--- config.mk ---
export PLATFORM = sky130hd
export DESIGN_NAME = serial_len_loader
export DESIGN_NICKNAME = d
export VERILOG_FILES = /design/src/rtl/sll_pkg.sv /design/src/rtl/sll_sync.sv /design/src/rtl/sll_edge.sv /design/src/rtl/sll_shift.sv /design/src/rtl/sll_regs.sv /design/src/rtl/serial_len_loader.sv
export SDC_FILE = /design/constraint.sdc
export NUM_CORES = 1
export LEC_CHECK = 0
export CORE_ASPECT_RATIO = 0.6
export CORE_MARGIN = 1.5
export CORE_UTILIZATION = 35
export DETAILED_ROUTE_END_ITERATION = 12
export PLACE_DENSITY = 0.51
export SYNTH_ARGS = -nofsm -noshare
export SYNTH_HDL_FRONTEND = slang
export SYNTH_SLANG_ARGS = --single-unit
--- constraint.sdc ---
create_clock -name clk -period 2.6 [get_ports clk]
set_clock_uncertainty 0.15 [all_clocks]
set_input_delay 0.39 -clock clk [delete_from_list [all_inputs] [get_ports clk]]
set_output_delay 0.39 -clock clk [all_outputs]
set_load 0.02 [all_outputs]
--- src/rtl/sll_pkg.sv ---
package sll_pkg;
  localparam int CFG_W      = 8;
  localparam int FDIV_W     = 16;
  localparam int RDIV_W     = 15;
  localparam int LOCAL_MAX  = 32;
  localparam int CNT_W      = $clog2(LOCAL_MAX + 2);
  localparam int SR_W       = 24;

  localparam logic [CNT_W-1:0] LEN_CFG    = CNT_W'(8);
  localparam logic [CNT_W-1:0] LEN_FDIV   = CNT_W'(16);
  localparam logic [CNT_W-1:0] LEN_RDIV_S = CNT_W'(15);
  localparam logic [CNT_W-1:0] LEN_RDIV_L = CNT_W'(24);
  localparam logic [CNT_W-1:0] LEN_RST_LO = CNT_W'(9);
  localparam logic [CNT_W-1:0] LEN_RST_HI = CNT_W'(13);
  localparam logic [CNT_W-1:0] CNT_SAT    = CNT_W'(LOCAL_MAX + 1);

  localparam logic [CFG_W-1:0]  CFG_DEFAULT  = 8'b0001_0000;
  localparam logic [FDIV_W-1:0] FDIV_DEFAULT = '0;
  localparam logic [RDIV_W-1:0] RDIV_DEFAULT = '0;

  typedef enum logic [2:0] {
    TGT_NONE = 3'd0,
    TGT_CFG  = 3'd1,
    TGT_FDIV = 3'd2,
    TGT_RDIV = 3'd3,
    TGT_RST  = 3'd4
  } tgt_e;

  // Maps a transfer length to its action; saturated counts fall to none.
  function automatic tgt_e decode_len(input logic [CNT_W-1:0] n);
    if (n == LEN_CFG)                          return TGT_CFG;
    else if (n == LEN_FDIV)                    return TGT_FDIV;
    else if (n == LEN_RDIV_S || n == LEN_RDIV_L) return TGT_RDIV;
    else if (n >= LEN_RST_LO && n <= LEN_RST_HI) return TGT_RST;
    else                                       return TGT_NONE;
  endfunction
endpackage

--- src/rtl/sll_sync.sv ---
module sll_sync #(
  parameter int   STAGES  = 2,
  parameter logic RST_VAL = 1'b0
) (
  input  logic clk,
  input  logic rst_n,
  input  logic d_i,
  output logic q_o
);
  logic [STAGES-1:0] chain_q;

  always_ff @(posedge clk or negedge rst_n) begin
    if (!rst_n) chain_q[0] <= RST_VAL;
    else        chain_q[0] <= d_i;
  end

  generate
    for (genvar i = 1; i < STAGES; i++) begin : g_stage
      always_ff @(posedge clk or negedge rst_n) begin
        if (!rst_n) chain_q[i] <= RST_VAL;
        else        chain_q[i] <= chain_q[i-1];
      end
    end
  endgenerate

  assign q_o = chain_q[STAGES-1];
endmodule

--- src/rtl/sll_edge.sv ---
module sll_edge #(
  parameter logic RST_VAL = 1'b0
) (
  input  logic clk,
  input  logic rst_n,
  input  logic d_i,
  output logic rise_o,
  output logic fall_o
);
  logic prev_q;

  always_ff @(posedge clk or negedge rst_n) begin
    if (!rst_n) prev_q <= RST_VAL;
    else        prev_q <= d_i;
  end

  assign rise_o = d_i & ~prev_q;
  assign fall_o = ~d_i & prev_q;
endmodule

--- src/rtl/sll_shift.sv ---
module sll_shift
  import sll_pkg::*;
(
  input  logic             clk,
  input  logic             rst_n,
  input  logic             idle_i,
  input  logic             sck_rise_i,
  input  logic             sck_fall_i,
  input  logic             sen_rise_i,
  input  logic             sen_fall_i,
  input  logic             sdi_i,
  output logic [SR_W-1:0]  sr_o,
  output logic [CNT_W-1:0] cnt_o,
  output logic             sdo_o,
  output logic             oe_o
);
  logic [SR_W-1:0]  sr_q;
  logic [CNT_W-1:0] cnt_q;
  logic             sdo_q;
  logic             oe_q;

  always_ff @(posedge clk or negedge rst_n) begin
    if (!rst_n) begin
      sr_q  <= '0;
      cnt_q <= '0;
      sdo_q <= 1'b0;
    end else if (idle_i) begin
      sr_q  <= '0;
      cnt_q <= '0;
      sdo_q <= 1'b0;
    end else begin
      if (sck_rise_i) begin
        sr_q <= {sr_q[SR_W-2:0], sdi_i};
        if (cnt_q != CNT_SAT) cnt_q <= cnt_q + 1'b1;
      end
      if (sck_fall_i) sdo_q <= sr_q[0];
    end
  end

  always_ff @(posedge clk or negedge rst_n) begin
    if (!rst_n)          oe_q <= 1'b0;
    else if (sen_rise_i) oe_q <= 1'b0;
    else if (sen_fall_i) oe_q <= 1'b1;
  end

  assign sr_o  = sr_q;
  assign cnt_o = cnt_q;
  assign sdo_o = sdo_q;
  assign oe_o  = oe_q;
endmodule

--- src/rtl/sll_regs.sv ---
module sll_regs
  import sll_pkg::*;
(
  input  logic              clk,
  input  logic              rst_n,
  input  tgt_e              tgt_i,
  input  logic [SR_W-1:0]   sr_i,
  output logic [CFG_W-1:0]  cfg_o,
  output logic [FDIV_W-1:0] fdiv_o,
  output logic [RDIV_W-1:0] rdiv_o,
  output logic              cfg_wr_o,
  output logic              fdiv_wr_o,
  output logic              rdiv_wr_o,
  output logic              rst_o
);
  always_ff @(posedge clk or negedge rst_n) begin
    if (!rst_n) begin
      cfg_o     <= CFG_DEFAULT;
      fdiv_o    <= FDIV_DEFAULT;
      rdiv_o    <= RDIV_DEFAULT;
      cfg_wr_o  <= 1'b0;
      fdiv_wr_o <= 1'b0;
      rdiv_wr_o <= 1'b0;
      rst_o     <= 1'b0;
    end else begin
      cfg_wr_o  <= 1'b0;
      fdiv_wr_o <= 1'b0;
      rdiv_wr_o <= 1'b0;
      rst_o     <= 1'b0;
      case (tgt_i)
        TGT_CFG: begin
          cfg_o    <= sr_i[CFG_W-1:0];
          cfg_wr_o <= 1'b1;
        end
        TGT_FDIV: begin
          fdiv_o    <= sr_i[FDIV_W-1:0];
          fdiv_wr_o <= 1'b1;
        end
        TGT_RDIV: begin
          rdiv_o    <= sr_i[RDIV_W-1:0];
          rdiv_wr_o <= 1'b1;
        end
        TGT_RST: begin
          cfg_o  <= CFG_DEFAULT;
          fdiv_o <= FDIV_DEFAULT;
          rdiv_o <= RDIV_DEFAULT;
          rst_o  <= 1'b1;
        end
        default: ;
      endcase
    end
  end
endmodule

--- src/rtl/serial_len_loader.sv ---
module serial_len_loader
  import sll_pkg::*;
(
  input  logic              clk,
  input  logic              rst_n,
  input  logic              sck_i,
  input  logic              sen_n_i,
  input  logic              sdi_i,
  output logic              sdo_o,
  output logic              sdo_oe_o,
  output logic [CFG_W-1:0]  cfg_o,
  output logic [FDIV_W-1:0] fdiv_o,
  output logic [RDIV_W-1:0] rdiv_o,
  output logic              cfg_wr_o,
  output logic              fdiv_jam_o,
  output logic              rdiv_wr_o,
  output logic              dev_rst_o
);
  // Synchronized pins and the events derived from them.
  logic sck_s, sen_s, sdi_s;
  logic sck_rise, sck_fall, sen_rise, sen_fall;
  logic [SR_W-1:0]  shift_word;
  logic [CNT_W-1:0] bit_cnt;
  tgt_e             commit_tgt;

  sll_sync #(.STAGES(2), .RST_VAL(1'b0)) u_sync_sck (
    .clk(clk), .rst_n(rst_n), .d_i(sck_i), .q_o(sck_s));
  sll_sync #(.STAGES(2), .RST_VAL(1'b1)) u_sync_sen (
    .clk(clk), .rst_n(rst_n), .d_i(sen_n_i), .q_o(sen_s));
  sll_sync #(.STAGES(2), .RST_VAL(1'b0)) u_sync_sdi (
    .clk(clk), .rst_n(rst_n), .d_i(sdi_i), .q_o(sdi_s));

  sll_edge #(.RST_VAL(1'b0)) u_edge_sck (
    .clk(clk), .rst_n(rst_n), .d_i(sck_s), .rise_o(sck_rise), .fall_o(sck_fall));
  sll_edge #(.RST_VAL(1'b1)) u_edge_sen (
    .clk(clk), .rst_n(rst_n), .d_i(sen_s), .rise_o(sen_rise), .fall_o(sen_fall));

  sll_shift u_shift (
    .clk       (clk),
    .rst_n     (rst_n),
    .idle_i    (sen_s),
    .sck_rise_i(sck_rise),
    .sck_fall_i(sck_fall),
    .sen_rise_i(sen_rise),
    .sen_fall_i(sen_fall),
    .sdi_i     (sdi_s),
    .sr_o      (shift_word),
    .cnt_o     (bit_cnt),
    .sdo_o     (sdo_o),
    .oe_o      (sdo_oe_o)
  );

  // The count still holds the transfer length in the enable-rise cycle.
  assign commit_tgt = sen_rise ? decode_len(bit_cnt) : TGT_NONE;

  sll_regs u_regs (
    .clk      (clk),
    .rst_n    (rst_n),
    .tgt_i    (commit_tgt),
    .sr_i     (shift_word),
    .cfg_o    (cfg_o),
    .fdiv_o   (fdiv_o),
    .rdiv_o   (rdiv_o),
    .cfg_wr_o (cfg_wr_o),
    .fdiv_wr_o(fdiv_jam_o),
    .rdiv_wr_o(rdiv_wr_o),
    .rst_o    (dev_rst_o)
  );
endmodule

==> flow_metrics.tcl, run 1 <==
set metrics [dict create \
    maxCapViolCount 0 \
    synth_fp_nets 375 \
    drcViolationCount 0 \
    rr_startpoint "u_shift.cnt_o[1]" \
    portBuffers 49 \
    max_slew.worst_pin.slew_ps 691 \
    grt_max_degree 49 \
    netlist_area_um2 3530 \
    rows 28 \
    cts_resized 0 \
    dp_hpwl_mm 5.74 \
    netlist_instances 365 \
    worstSetupStartpoint "u_shift.cnt_o[1]" \
    vias 2833 \
    hp-start "u_sync_sdi.chain_q[0]" \
    async_flop_share_pct 100 \
    power_uw 2780 \
    io_pins 50 \
    yosysUniqueCellTypes 37 \
    outcome "finished, final reports clean" \
    yosys_warnings 0 \
    leakagePower_uw 0.00176 \
    clockRootBuffer "clkbuf_16" \
    hold_buffers 1 \
    coreArea_um2 9840 \
    synth_edf_count 0 \
    dr.pass1.iters 4 \
    cts_buffers 9 \
    grt_overflow 0 \
    synth_common_cells "dfrtp_1, nand2_1, nand3_1, a21oi_1, o21ai_0" \
    n_fill_cell 940 \
    gp_congestion 0.746 \
    fin_crit_ps 2070 \
    ir_worst_vdd_mv 0.302 \
    cp-end-kind "flip-flop" \
    grt_pass1_vias 2651 \
    yosys.area.top_type_share_pct 50.4 \
    crit_type "reg2reg" \
    initial_core_util_pct 35.8 \
    synth-seq-cells 75 \
    dieArea_um2 10700 \
    yosysSeqAreaShare_pct 53.4 \
    hold_class "reg2reg" \
    drv_slew 0 \
    clockBufferDepth 2 \
    synthTopCellsByArea "dfrtp_1, nand3_1, nand2_1, a21oi_1, a211o_1" \
    grt.total_usage_pct 18.4 \
    fp.dieH_um 80.8 \
    regArea_um2 1880 \
    tns_ps 0 \
    avgViaCountPerCell 5.19 \
    yosysTopAreaCell "dfrtp_1" \
    cp.arrival_ps 2170 \
    max_freq_mhz 483 \
    antenna_found_initial 0 \
    multi_input_comb_area_um2 1430 \
    drtIter0Drc 262 \
    rsz0062_at_grt "no" \
    avgRoutedWirePerCell_um 16.9 \
    numClockSinks 75 \
    clk_pin_slew_ps 60 \
    drive_gt1_share_pct 9.49 \
    max_slew_margin_pct 53.8 \
    grt_pass1_wl_mm 14.9 \
    syn_avg_cell_area_um2 9.66 \
    clk_latency_ps 330 \
    synth-main-ff-cell "dfrtp_1" \
    post-route-period-util_pct 79.7 \
    cts_tree "yes" \
    setup_viol 0 \
    start_kind "flip-flop" \
    die_w_um 133 \
    nNetsFinal 416 \
    yosysMostFrequentCell "dfrtp_1" \
    hold_viol_final 0 \
    wl_mm 9.20 \
    route.antenna.remaining_nets 0 \
    area_growth_pct 27.4 \
    powerDensity_nw_per_um2 619 \
    cp_max_fo 15 \
    diodes 0 \
    htreeDepth 3 \
    worstPathRequired_ps 2700 \
    cts_setup_buffers 0 \
    r2r_slack_ps 530 \
]
## layout make-up
cell class                      count  share of cell area [%]
Clock inverter                      4                    2.17
Multi-Input combinational cell    240                    31.8
Sequential cell                    75                    41.9
Timing Repair Buffer               62                    13.4
Inverter                           18                    1.50
Tap cell                          135                    3.76
Clock buffer                       12                    5.49
## per-stage QoR
step,std cells,hold slack (ps),util [%],area (um^2),worst slack (ps)
floorplan,365,-55.6,-,3530,688
detailed placement,529,189,42.0,4140,520
global placement,529,182,42.0,4140,575
CTS,546,202,45.6,4490,526
global route,546,203,45.6,4490,395
finish,546,199,45.6,4490,528
## per-layer routing
| layer | GRT usage [%] | part of all wire (%) | vias to the layer above |
|---|---|---|---|
| met5 | 0 | 0 | - |
| met4 | 4.73 | 0.56 | 0 |
| met3 | 5.43 | 5.3 | 5 |
| met2 | 23.3 | 38 | 90 |
| met1 | 29.4 | 56 | 1364 |
| li1 | - | - | 1374 |
## cells by family (layout without fill, tap and decap cells)
group,count (synthesis),in the layout,share of synthesized area [%]
simple gates,126,126,18.7
compound gates,104,104,18.5
flops,75,75,53.4
buf+inv,50,96,6.14
fa+ha+maj,5,5,1.77
mux,5,5,1.53
## cells in the final DEF (no fill, tap or decap), types with 9 or more instances in the layout
master / Yosys / layout
a211o_1: 16 / 16
a21oi_1: 37 / 37
buf_4: 2 / 12
clkbuf_16: 0 / 9
clkdlybuf4s50_1: 0 / 48
dfrtp_1: 71 / 71
inv_1: 18 / 18
nand2_1: 53 / 53
nand3_1: 43 / 43
o211ai_1: 17 / 17
o21ai_0: 26 / 26
## where the power goes
part | leakage [uW] | switching (uW) | total [uW] | internal, uW
sequential | 0.00102 | 13.2 | 1200 | 1180
combinational | 0.000574 | 101 | 148 | 47.1
clock | 0.000163 | 472 | 1440 | 964
## registers in the layout (all words and copies together) (netlist names)
signal	cells
u_sync_sen.chain_q	1
u_shift.oe_o	1
u_regs.cfg_o	8
u_shift.sr_o	16
u_regs.fdiv_o	16
u_regs.fdiv_wr_o	1
u_sync_sen.q_o	1
u_edge_sck.prev_q	1
u_sync_sck.chain_q	1
u_shift.sdo_o	1
u_regs.rdiv_wr_o	1
u_sync_sdi.chain_q	1
u_edge_sen.prev_q	1
u_regs.cfg_wr_o	1
u_shift.cnt_o	6
u_regs.rdiv_o	15
u_sync_sck.q_o	1
u_sync_sdi.q_o	1
u_regs.rst_o	1
## worst max-delay path, stage by stage (launching register included)
cell	delay [ps]
dfrtp_1	390
inv_1	90
ha_1	230
nor3b_2	610
nor4_4	90
buf_4	220
o211ai_1	190
## path summary, 6_finish.rpt
path                                              end  cells past startpoint
worst max-delay path                u_regs.rdiv_o[14]                      6
max in group asynchronous       u_sync_sen.chain_q[0]                      3
worst min register to register         u_sync_sdi.q_o                      0
worst min-delay path                   u_sync_sdi.q_o                      0
worst max register to register      u_regs.rdiv_o[14]                      6
min in group asynchronous             u_regs.cfg_o[3]                      2
No activity file was read; power rests on OpenSTA's default activity.
==> run 2, diff against run 1 <==
Clock period 2.6 ns to 2.1 ns, I/O delays scaled along.
==> run 2 against run 1 <==
Effect of this change:
- power rose by 22%
- cell area rose by 1.5%
- sequential cell count did not move
- count of clock-buffer cells in the layout fell by 1
- register-to-register slack got worse by 370 ps
- wire length rose by 1.4%
- critical path type is now reg2out
- non-clock buffer count rose by 5
- clock power rose by 19%
==> flow_metrics.tcl, run 2 (same netlist as run 1, synthesis figures left out) <==
set metrics [dict create \
    grt_pass1_vias 2624 \
    power_switching_uw 749 \
    fin_crit_ps 1940 \
    pwr-share-seq_pct 43.8 \
    max_slew_margin_pct 66.3 \
    n_fill_cell 947 \
    dr.pass1.iters 4 \
    drv_slew 0 \
    nNetsFinal 421 \
    drcViolationCount 0 \
    start_kind "flip-flop" \
    setup_viol 0 \
    avgRoutedWirePerCell_um 16.9 \
    ir_worst_vdd_mv 0.384 \
    portBuffers 49 \
    dp_hpwl_mm 5.89 \
    max_slew.worst_pin.slew_ps 506 \
    maxCapViolCount 0 \
    numClockSinks 75 \
    met2RoutedLength_mm 3.25 \
    coreArea_um2 9840 \
    rsz0062_at_grt "no" \
    crit_type "reg2out" \
    critPathMaxStageDelay_ps 600 \
    pwr-share-clk_pct 50.4 \
    cp_slowest_cell "clkdlybuf4s50_1" \
    final_common_cell "dfrtp_1" \
    tns_ps 0 \
    io_pins 50 \
    cp.arrival_ps 1480 \
    initial_core_util_pct 35.8 \
    place_ws_ps 111 \
    cts_tree "yes" \
    drtIter0Drc 304 \
    antenna_found_initial 0 \
    cp_max_fo 3 \
    clockRootBuffer "clkbuf_16" \
    max_freq_mhz 515 \
    cts_buffers 9 \
    route.antenna.remaining_nets 0 \
    avgViaCountPerCell 5.25 \
    wl_met3_um 497 \
    area_growth_pct 29.2 \
    layout_common_cells "dfrtp_1, nand2_1, clkdlybuf4s50_1" \
    die_w_um 133 \
    critPathTopFamily "buffers and inverters" \
    met1_length_mm 5.50 \
    hold_viol_final 0 \
    diodes 0 \
    grt_overflow 0 \
    hold_class "reg2reg" \
    leakagePower_uw 0.00180 \
    clk_latency_ps 340 \
    grt.total_usage_pct 18.7 \
    grt_pass1_wl_mm 15.4 \
    gp_congestion 0.726 \
    swShare_pct 22.1 \
    cp-end-kind "primary output" \
    holdWs_ps 202 \
    grt_max_degree 49 \
    top_layer "met4" \
    crit_buf_inv 1 \
    post-route-period-util_pct 92.5 \
    clockBufferDepth 2 \
    clk_pin_slew_ps 60 \
    htreeDepth 3 \
    cell_internal_pwr_uw 2640 \
    outcome "finished, final reports clean" \
    setup_slack_ps 157 \
    crit_cells 1 \
    drive_gt1_share_pct 11.5 \
    comb_power_share_pct 5.8 \
    worstPathRequired_ps 1630 \
    wl_mm 9.33 \
    r2r_cells 6 \
    crit_chain "clkdlybuf4s50_1" \
    hold_depth 0 \
    rows 28 \
    powerDensity_nw_per_um2 742 \
    vias 2890 \
    fp.dieH_um 80.8 \
    dieArea_um2 10700 \
]
==> run 2: changes by cell type in the layout (fill, tap and decap cells not counted), sizes merged <==
cell / change
buf: +5
bufinv: -1
clkbuf: -1
clkinv: +3
clkinvlp: -1
==> run 2: repair_timing <==
item,CTS,global route
gates resized for setup,0,5
buffers inserted,0,0
hold endpoints to repair,32,0
hold buffers,1,0
endpoints found under the setup margin,0,35
==> run 2: path summary, 6_finish.rpt <==
kind / start / endpoint / slack, ps
max in group asynchronous: rst_n / u_regs.rst_o / 890
min: u_sync_sck.chain_q[0] / u_sync_sck.q_o / 200
max reg2reg: u_shift.cnt_o[0] / u_regs.fdiv_o[15] / 160
min in group asynchronous: rst_n / u_regs.cfg_o[3] / 330
max: u_regs.cfg_o[4] / cfg_o[4] / 160
min reg2reg: u_sync_sck.chain_q[0] / u_sync_sck.q_o / 200
==> run 2: cell type report <==
type                    instances  area [um^2]  area share (%)
clock buffers                  11          253            5.54
clock inverters                 5         75.1            1.65
inverters                      18         67.6            1.48
multi-input cells             240         1440            31.5
flip-flops and latches         75         1880            41.3
well taps                     135          169            3.71
repair buffers                 67          676            14.8
==> run 2: power by group through the flow <==
stage / logic, uW / registers, uW / clock network (uW)
after global routing: 219 / 1480 / 1820
after detailed placement: 194 / 1510 / 0
final: 195 / 1480 / 1710
after global placement: 191 / 1510 / 0
after CTS: 196 / 1480 / 1740
after floorplan: 89.5 / 1510 / 0
==> run 2: through the flow <==
stage	util (%)	std cells	instance area [um^2]	total power, uW
2_1_floorplan	-	365	3530	1600
3_3_place_gp	42.8	534	4210	1700
3_5_place_dp	42.8	534	4210	1700
4_1_cts	46.2	551	4550	3420
5_1_grt	46.3	551	4560	3530
6_report	46.3	551	4560	3380
==> run 2: layer usage <==
metal / track usage, % / up-vias
met5: 0 / -
met4: 5.27 / 0
met3: 5.62 / 10
met2: 20.8 / 89
met1: 31.9 / 1409
li1: - / 1382
